<file path="config.mk">
export PLATFORM = sky130hd
export DESIGN_NAME = nvm_tick_divider
export DESIGN_NICKNAME = d
export VERILOG_FILES = /design/src/rtl/nvm_div_pkg.sv /design/src/rtl/nvm_cfg_once.sv /design/src/rtl/nvm_prescale.sv /design/src/rtl/nvm_div_count.sv /design/src/rtl/nvm_tick_divider.sv
export SDC_FILE = /design/constraint.sdc
export NUM_CORES = 1
export LEC_CHECK = 0
export CAP_MARGIN = 20
export CORE_UTILIZATION = 68
export CTS_BUF_LIST = sky130_fd_sc_hd__clkbuf_4
export DETAILED_ROUTE_END_ITERATION = 10
export DONT_BUFFER_PORTS = 1
export GPL_ROUTABILITY_DRIVEN = 0
export PLACE_DENSITY = 0.84
export SYNTH_ARGS = -nofsm -noshare
export SYNTH_HDL_FRONTEND = slang
export SYNTH_SLANG_ARGS = --single-unit
export TNS_END_PERCENT = 30
</file>
<file path="constraint.sdc">
create_clock -name clk -period 2.8 [get_ports clk]
set_input_delay 0.14 -clock clk [delete_from_list [all_inputs] [get_ports clk]]
set_output_delay 0.14 -clock clk [all_outputs]
set_load 0.01 [all_outputs]
</file>
<file path="src/rtl/nvm_div_pkg.sv">
package nvm_div_pkg;

   typedef enum logic {
      PRE_BYPASS  = 1'b0,
      PRE_ENGAGED = 1'b1
   } pre_sel_e;

   function automatic int unsigned reg_width(input int unsigned div_w);
      return div_w + 2;
   endfunction

endpackage

</file>
<file path="src/rtl/nvm_cfg_once.sv">
module nvm_cfg_once
   import nvm_div_pkg::*;
#(
   parameter int unsigned DIV_W = 6
) (
   input  logic             clk,
   input  logic             rst_n,
   input  logic             wr_en,
   input  logic [DIV_W:0]   wfields,
   output logic             loaded_o,
   output pre_sel_e         pre_o,
   output logic [DIV_W-1:0] div_o
);

   logic             loaded_q;
   pre_sel_e         pre_q;
   logic [DIV_W-1:0] div_q;
   logic             take;

   assign take = wr_en && !loaded_q;

   always_ff @(posedge clk or negedge rst_n) begin
      if (!rst_n) begin
         loaded_q <= 1'b0;
         pre_q    <= PRE_BYPASS;
         div_q    <= '0;
      end else if (take) begin
         loaded_q <= 1'b1;
         pre_q    <= pre_sel_e'(wfields[DIV_W]);
         div_q    <= wfields[DIV_W-1:0];
      end
   end

   assign loaded_o = loaded_q;
   assign pre_o    = pre_q;
   assign div_o    = div_q;

endmodule

</file>
<file path="src/rtl/nvm_prescale.sv">
module nvm_prescale
   import nvm_div_pkg::*;
#(
   parameter int unsigned PRE_LOG2 = 3
) (
   input  logic     clk,
   input  logic     rst_n,
   input  logic     run_i,
   input  pre_sel_e sel_i,
   output logic     step_o
);

   generate
      if (PRE_LOG2 == 0) begin : g_none
         assign step_o = run_i;
      end else begin : g_cnt
         localparam logic [PRE_LOG2-1:0] LAST = {PRE_LOG2{1'b1}};
         logic [PRE_LOG2-1:0] cnt_q;
         logic                engaged;

         assign engaged = run_i && (sel_i == PRE_ENGAGED);

         always_ff @(posedge clk or negedge rst_n) begin
            if (!rst_n) begin
               cnt_q <= '0;
            end else if (engaged) begin
               cnt_q <= cnt_q + 1'b1;
            end
         end

         assign step_o = (sel_i == PRE_ENGAGED) ? (engaged && (cnt_q == LAST))
                                                : run_i;
      end
   endgenerate

endmodule

</file>
<file path="src/rtl/nvm_div_count.sv">
module nvm_div_count #(
   parameter int unsigned DIV_W = 6
) (
   input  logic             clk,
   input  logic             rst_n,
   input  logic             step_i,
   input  logic [DIV_W-1:0] limit_i,
   output logic             tick_o
);

   logic [DIV_W-1:0] cnt_q;
   logic             hit;

   assign hit = step_i && (cnt_q == limit_i);

   always_ff @(posedge clk or negedge rst_n) begin
      if (!rst_n) begin
         cnt_q <= '0;
      end else if (hit) begin
         cnt_q <= '0;
      end else if (step_i) begin
         cnt_q <= cnt_q + 1'b1;
      end
   end

   assign tick_o = hit;

endmodule

</file>
<file path="src/rtl/nvm_tick_divider.sv">
module nvm_tick_divider
   import nvm_div_pkg::*;
#(
   parameter int unsigned DIV_W    = 6,
   parameter int unsigned PRE_LOG2 = 3,
   localparam int unsigned REG_W   = DIV_W + 2
) (
   input  logic             clk,
   input  logic             rst_n,
   input  logic             wr_en,
   input  logic [REG_W-1:0] wdata,
   input  logic             rd_en,
   output logic [REG_W-1:0] rdata,
   output logic             tick,
   output logic             pe_allow
);

   generate
      if (DIV_W < 1) begin : g_bad_div
         $error("nvm_tick_divider: DIV_W must be at least 1");
      end
      if (PRE_LOG2 > 8) begin : g_bad_pre
         $error("nvm_tick_divider: PRE_LOG2 out of range");
      end
      if (REG_W != reg_width(DIV_W)) begin : g_bad_reg
         $error("nvm_tick_divider: register width mismatch");
      end
   endgenerate

   logic             loaded;
   pre_sel_e         pre_sel;
   logic [DIV_W-1:0] div_val;
   logic             pre_step;

   nvm_cfg_once #(.DIV_W(DIV_W)) u_cfg (
      .clk      (clk),
      .rst_n    (rst_n),
      .wr_en    (wr_en),
      .wfields  (wdata[DIV_W:0]),
      .loaded_o (loaded),
      .pre_o    (pre_sel),
      .div_o    (div_val)
   );

   nvm_prescale #(.PRE_LOG2(PRE_LOG2)) u_pre (
      .clk    (clk),
      .rst_n  (rst_n),
      .run_i  (loaded),
      .sel_i  (pre_sel),
      .step_o (pre_step)
   );

   nvm_div_count #(.DIV_W(DIV_W)) u_div (
      .clk     (clk),
      .rst_n   (rst_n),
      .step_i  (pre_step),
      .limit_i (div_val),
      .tick_o  (tick)
   );

   assign pe_allow = loaded;
   assign rdata    = rd_en ? {loaded, pre_sel, div_val} : '0;

endmodule

</file>
Word-level counts from Yosys, hierarchy flattened
Cells that the tools add are included.
{"block": "op_classes", "addsub": 2, "eq_ne": 2, "mux": 4, "n_reduce_logical": 6}
{"operator": "$mux 6", "n": 2}
{"operator": "$mux 8", "n": 1}
{"operator": "$add 6x1->6 const B", "n": 1}
{"operator": "$eq 6x6->1", "n": 1}
{"operator": "$logic_and 1x1->1", "n": 4}
{"operator": "$add 3x1->3 const B", "n": 1}
{"operator": "$eq 3x3->1 const B", "n": 1}
{"operator": "$reduce_bool 2->1", "n": 1}
{"operator": "$logic_not 1->1", "n": 1}
{"operator": "$mux 1", "n": 1}
{"block": "word_totals", "register_bits": 17, "input_bits": 12}

Longest topological paths before layout
Gate-level depths: netlist (run 1).
{"block": "depth", "depth_word": 5, "depth_mapped": 6, "mapped_depth_nobuf": 6}

Modules after synthesis
A second synthesis (run 1) with hierarchy kept.
{"block": "unflattened", "cells_unflattened": 80, "area_unflattened_um2": 935.9}
{"module": "nvm_div_count", "instances": 1, "cells_each": 43, "area_per_inst_um2": 392.9}
{"module": "nvm_cfg_once", "instances": 1, "cells_each": 18, "area_per_inst_um2": 336.6}
{"module": "nvm_prescale", "instances": 1, "cells_each": 11, "area_per_inst_um2": 156.4}
{"module": "nvm_tick_divider", "instances": 1, "cells_each": 8, "area_per_inst_um2": 50.0}

Least setup slack after synthesis (run 1)
No wires, ideal clock.
{"block": "synth_timing", "path_kind": "register to register", "startpoint": "reg u_pre.g_cnt.cnt_q[0]", "endpoint": "reg u_div.cnt_q[0]", "arrival_time_ns": 1.414, "t_required_ns": 2.675, "slack_ns": 1.261, "stages_incl_launch_ff": 7, "path_buffers": 0, "path_cell_list": "dfrtp_1 -> ha_1 -> ha_1 -> nor2b_1 -> nand2b_1 -> a21oi_2 -> mux2_2"}
{"block": "synth_between", "elab_chain_cells": 5}
{"item": "start, declared", "line": "nvm_prescale.sv:18", "text": "logic [PRE_LOG2-1:0] cnt_q;"}
{"item": "start signal, assigned", "line": "nvm_prescale.sv:27", "text": "cnt_q <= cnt_q + 1'b1;"}
{"item": "$eq 3x3->1 (*)", "line": "nvm_prescale.sv:31", "text": "assign step_o = (sel_i == PRE_ENGAGED) ? (engaged && (cnt_q == LAST))"}
{"item": "$logic_and 1x1->1 (*)", "line": "nvm_prescale.sv:31"}
{"item": "$mux 1 (*)", "line": "nvm_prescale.sv:31"}
{"item": "$logic_and 1x1->1", "line": "nvm_div_count.sv:14", "text": "assign hit = step_i && (cnt_q == limit_i);"}
{"item": "$mux 6 / $reduce_bool 2->1 (equally long branches)"}
{"item": "end signal, assigned", "line": "nvm_div_count.sv:22", "text": "cnt_q <= cnt_q + 1'b1;"}
{"item": "end, declared", "line": "nvm_div_count.sv:11", "text": "logic [DIV_W-1:0] cnt_q;"}
Mark *: on every way between the ends. The rest lies on a longest branch, timed or not.
A chain may end at the register's enable or synchronous reset.

Worst setup path in the final report (run 1)
{"block": "layout_timing", "startpoint": "reg u_div.cnt_q[3]", "endpoint": "out tick"}
{"block": "layout_between", "elab_chain_cells": 2}
{"item": "$eq 6x6->1", "line": "nvm_div_count.sv:14"}
{"item": "$logic_and 1x1->1", "line": "nvm_div_count.sv:14"}
{"item": "end, declared", "line": "nvm_tick_divider.sv:14", "text": "output logic tick,"}
Every way passes these cells.

==> metrics.yaml, run 1 <==
ys.warnings.count: 0
cp.required_ns: 2.66
rsz0062_at_grt: "false"
grt_util_all_layers_pct: 33.2
die_h_um: 38.2
numPortBuffers: 0
slew_viol_final: 0
whs_path_depth: 1
async_flop_share_pct: 100
clock_skew_ns: 0.00751
antenna_found_initial: 0
leakage_nw: 0.456
cts_resized: 0
setup.worst_path.end: "tick"
cts_sinks: 17
power_frac_seq_pct: 47.8
initialDrtViolationCount: 8
p_per_area_nw_per_um2: 849
ant_nets: 0
clkLatencyLatePin_ns: 0.30
globalRouteOverflowTotal: 0
end_kind: "primary output"
via_per_inst: 6.27
wl_um: 1880
avgSynthCellArea_um2: 11.3
die_area_um2: 1460
cts-htree-levels: 1
power_switching_mw: 0.313
ys_seq_elements: 17
r2r-end: "u_div.cnt_q[0]"
synth_area_leader_cell: "dfrtp_1"
drv_cap: 0
vdd_drop_max_mv: 0.558
synth_edf_count: 0
postSynthCellCount: 79
dr.pass1.iters: 4
crit_path_max_fanout: 5
synth_area_um2: 892
ys_types: 23
ios: 22
core_um2: 1160
worstPathArrival_ns: 1.69
fmax_ghz: 0.547
grt_pass1_wl_um: 3010
drcViolationCount: 0
cts-buffers-inserted: 3
dpl.hpwl_um: 1270
hold_buffers: 6
root_buffer: "clkbuf_4"
die_w_um: 38.2
sw_frac_of_total_pct: 37.0
start_kind: "flop"
grt_max_degree: 18
p_int_mw: 0.532
ys_seq_area_share_pct: 47.7
r2r_slack_ns: 1.07
worst_slew_margin_rel_pct: 50.4
drive_above_1_share_pct: 12.5
synth_nets: 94
hp-class: "input pin to flop"
fin_setup_tns_ns: 0
status: "finished, final reports clean"
netlist.area_leader.share_pct: 47.7
critPathLaunch: "u_div.cnt_q[3]"
row_count: 12
cts_tree: "yes"
clk_pin_slew_ns: 0.10
fin_crit_sh_pct: 65.3
p_clk_share_pct: 17.2
nets: 104
r2r_cells: 6
cts_setup_buffers: 0
mostFrequentLayoutCells: "dfrtp_1 (17), and2_1 (9), xor2_1 (6), dlygate4sd3_1 (6)"
clockBufferDepth: 2
grt_pass1_vias: 668
wire_per_inst_um: 18.5
finalHoldViolCount: 0
layout_commonest_cell: "dfrtp_1"
start_util_pct: 77.2
setup_viol: 0
layout_min_cycle_time_ns: 1.83
whs_ns: 0.00642
n_antenna_cell: 0
area_growth_syn_to_layout_pct: 11.6
crit_type: "flop to primary output"
timing.rr.start: "u_pre.g_cnt.cnt_q[0]"
power.share.combinational_pct: 35.0
vias: 640
synth_area_leaders: "dfrtp_1 (48%), and2_1 (6.3%), mux2_1 (6.3%)"
worst_slew_pin_slew_ns: 0.741
dominantRegCellSynth: "dfrtp_1"
-- cell families after synthesis --
| family | count (synthesis) | share of synthesized area [%] |
|---|---|---|
| AND/OR/NAND/NOR | 29 | 18.7 |
| flip-flops | 17 | 47.7 |
| multiplexers | 11 | 13.7 |
| AO/OA/AOI/OAI | 9 | 7.57 |
| XOR/XNOR | 7 | 6.87 |
| buffers and inverters | 3 | 1.26 |
| adder cells (fa/ha/maj) | 3 | 4.21 |
-- critical path, cell delays in order, from the launching register on --
cell,delay [ns]
dfrtp_1,0.46
xor2_1,0.20
nor4_4,0.37
nand3_1,0.21
inv_1,0.15
-- sequential cells by signal (all words and copies together), names as in the netlist --
name               cells
u_cfg.div_o            6
u_div.cnt_q            6
u_cfg.loaded_o         1
u_pre.g_cnt.cnt_q      3
u_cfg.pre_o            1
-- stage by stage --
stage | util (%) | total power [mW] | cells | setup slack, ns | instance area (µm²)
detailed placement | 78.4 | 0.680 | 92 | 1.12 | 906
global route | 86.1 | 0.894 | 102 | 0.919 | 996
finish | 86.1 | 0.845 | 102 | 0.972 | 996
global placement | 78.4 | 0.653 | 92 | 1.16 | 906
CTS | 86.1 | 0.830 | 102 | 1.02 | 996
floorplan | - | 0.618 | 79 | 1.26 | 892
-- power groups by stage --
stage | logic (mW) | registers [mW] | clock network, mW
after floorplan | 0.235 | 0.382 | 0
after global placement | 0.256 | 0.397 | 0
after detailed placement | 0.276 | 0.404 | 0
after CTS | 0.290 | 0.398 | 0.142
after global routing | 0.328 | 0.412 | 0.155
final | 0.296 | 0.404 | 0.145
-- routing by layer --
| layer | vias up | global-route usage [%] | share of wire (%) | wire, µm |
|---|---|---|---|---|
| met4 | 0 | 20.5 | 3.7 | 70 |
| met5 | - | 0 | 0 | 0 |
| met1 | 314 | 32.7 | 37 | 688 |
| met2 | 27 | 61.9 | 56 | 1060 |
| met3 | 10 | 6.98 | 3.5 | 65 |
| li1 | 289 | - | - | - |
-- worst min-delay path by stage --
stage,from,to
2_1_floorplan,rst_n,u_cfg.div_o[0]
3_3_place_gp,rst_n,u_cfg.div_o[1]
3_5_place_dp,rst_n,u_div.cnt_q[0]
4_1_cts,wdata[2],u_cfg.div_o[2]
5_1_grt,wdata[2],u_cfg.div_o[2]
6_report,wdata[0],u_cfg.div_o[0]
-- synthesized netlist by cell type (2+ instances only) --
library cell	n
a22o_1	3
mux2_2	5
nor2b_1	3
and2_1	9
dfrtp_1	17
inv_1	2
nand3_1	3
xor2_1	6
ha_1	3
nand2_1	5
o21a_1	2
nor2_1	5
mux2_1	5
o21ai_1	2
-- area by class of cell --
type                    instances  area (µm²)
fillers                        68         160
repair buffers                  6        60.1
inverters                       2        7.51
multi-input cells              59         455
well taps                      14        17.5
clock buffers                   4        30.0
flip-flops and latches         17         425
Note: power is estimated with default switching activity, not from simulation.
==> run 2: changes to the inputs <==
- CORE_UTILIZATION: 68 -> 57
- PLACE_DENSITY: 0.84 -> 0.75
- clock period: 2.8 -> 1.6 ns (I/O delays scaled with it)
==> metrics.yaml, run 2 (same netlist as run 1, synthesis figures left out) <==
cts-htree-levels: 1  # unchanged
fill_cells: 88  # +29%
globalRouteOverflowTotal: 0  # unchanged
wl_um: 1740  # -7.4%
dr.pass1.iters: 4  # unchanged
crit_chain: "xor2_1 -> nor4_4 -> buf_4 -> a21oi_2 -> mux2_2"
placed_cell_area_um2: 930  # +2.6%
r2r_slack_ns: 0.02  # -1.05 ns
row_count: 13  # +1
vdd_drop_max_mv: 0.904  # +62%
start_kind: "flop"
wire_per_inst_um: 15.4  # -16%
initialDrtViolationCount: 15  # +7
timing.rr.start: "u_div.cnt_q[3]"
clk_pin_slew_ns: 0.11  # about the same
critPathLaunch: "u_div.cnt_q[3]"
fin_crit_sh_pct: 98.8
place_ws_ns: 0.0887  # -1.03 ns
finalHoldViolCount: 0  # unchanged
worst_slew_pin_slew_ns: 0.740  # -0.00111 ns
grt_pass1_vias: 661  # -1.0%
root_buffer: "clkbuf_4"
grt_util_all_layers_pct: 22.0  # -11 points
grt_max_degree: 18  # unchanged
ios: 22  # unchanged
r2r_cells: 5  # -1
via_per_inst: 5.91  # -5.8%
cp_top_family: "flip-flops"
r2r-end: "u_div.cnt_q[0]"
rsz0062_at_grt: "true"
crit_type: "flop to flop"
fmax_ghz: 0.632
fin_ws_ns: 0.0188  # -0.953 ns
finalInstanceArea_um2: 1100  # +10%
cts_tree: "yes"
crit_buf_inv: 1  # unchanged
end_kind: "flop"
setup.worst_path.end: "u_div.cnt_q[0]"
cp.required_ns: 1.79  # -0.87 ns
die_area_um2: 1730  # +18%
clockBufferDepth: 2  # unchanged
ant_nets: 0  # unchanged
cts_sinks: 17  # unchanged
status: "finished, final reports clean"
layout_commonest_cell: "dfrtp_1"
grt_pass1_wl_um: 2860  # -5.1%
clock_skew_ns: 0.0124  # +0.00491 ns
hp-class: "input pin to flop"
cp_slowest_cell: "dfrtp_2"
setup_viol: 0  # unchanged
drcViolationCount: 0  # unchanged
mostFrequentLayoutCells: "dfrtp_1 (16), and2_1 (9), dlygate4sd3_1 (9)"
drive_above_1_share_pct: 25.5  # +13 points
nets: 114  # +9.6%
n_antenna_cell: 0  # unchanged
crit_path_max_fanout: 4  # -1
vias: 668  # +4.4%
max_stage_delay_ns: 0.44  # -0.02 ns
clkLatencyLatePin_ns: 0.29  # about the same
core_um2: 1380  # +20%
dpl.hpwl_um: 1080  # -15%
die_h_um: 41.6  # +8.7%
drv_cap: 0  # unchanged
cts-buffers-inserted: 3  # unchanged
numPortBuffers: 0  # unchanged
worstPathArrival_ns: 1.77  # +0.08 ns
start_util_pct: 64.5  # -13 points
crit_cells: 5  # +1
area_growth_syn_to_layout_pct: 23.1
p_per_area_nw_per_um2: 1390  # +64%
worst_slew_margin_rel_pct: 50.5  # +0.074 points
antenna_found_initial: 0  # unchanged
leakage_nw: 0.503  # +10%
layout_min_cycle_time_ns: 1.58
final_core_util_pct: 79.5  # -6.7 points
slew_viol_final: 0  # unchanged
die_w_um: 41.6  # +8.7%
run 2: changes by cell type in the layout (fill, tap and decap cells not counted), sizes merged:
| cell | change |
|---|---|
| clkinv | +1 |
| dlygate4sd3 | +3 |
| clkbuf | -1 |
| buf | +7 |
run 2: cell type report:
| type | instances | area (µm²) | area share, % |
|---|---|---|---|
| Sequential cell | 17 | 427 | 38.8 |
| Tap cell | 15 | 18.8 | 1.71 |
| Timing Repair Buffer | 16 | 143 | 13.0 |
| Clock inverter | 1 | 5.00 | 0.456 |
| Multi-Input combinational cell | 59 | 475 | 43.3 |
| Inverter | 2 | 7.51 | 0.683 |
| Clock buffer | 3 | 22.5 | 2.05 |
run 2: layer usage:
| layer | vias up | GRT usage, % | part of all wire, % |
|---|---|---|---|
| li1 | 309 | - | - |
| met1 | 342 | 25.3 | 42 |
| met2 | 15 | 38.4 | 53 |
| met3 | 2 | 5.22 | 3.7 |
| met4 | 0 | 9.68 | 0.80 |
| met5 | - | 0 | 0 |
run 2: how the worst min path moves through the flow:
stage / startpoint / to / slack, ns / cells after the start
3_3_place_gp: rst_n / u_pre.g_cnt.cnt_q[0] / -0.22 / 0
4_1_cts: wr_en / u_cfg.div_o[4] / 0.21 / 3
3_5_place_dp: rst_n / u_pre.g_cnt.cnt_q[2] / -0.22 / 0
5_1_grt: wr_en / u_cfg.div_o[0] / 0.29 / 3
6_report: wr_en / u_cfg.div_o[3] / 0.22 / 3
2_1_floorplan: rst_n / u_cfg.div_o[0] / -0.22 / 0
run 2: per-stage QoR:
step	total power [mW]	TNS (ns)	cells	hold WS [ns]
floorplan	1.08	0	79	-0.216
finish	1.52	0	113	0.217
global route	1.63	-0.0869	113	0.293
CTS	1.46	0	110	0.214
global placement	1.16	0	96	-0.215
detailed placement	1.19	0	96	-0.215
run 2: worst reg2reg max path, stage by stage (launching register included):
cell and delay, ns:
dfrtp_2 0.44, xor2_1 0.17, nor4_4 0.35, buf_4 0.17, a21oi_2 0.07, mux2_2 0.27
run 2: timing repair:
item	4_1_cts	5_1_grt
setup endpoints to repair	1	5
resized for setup	2	5
hold buffers	9	0
buffers inserted	2	3
hold endpoints to repair	25	0
pin swaps	1	1
run 2: power breakdown:
group / switching [mW] / internal [mW] / leakage (nW) / total, mW
clock: 0.138 / 0.0929 / 0.0177 / 0.231
sequential: 0.127 / 0.563 / 0.200 / 0.689
combinational: 0.280 / 0.323 / 0.285 / 0.604
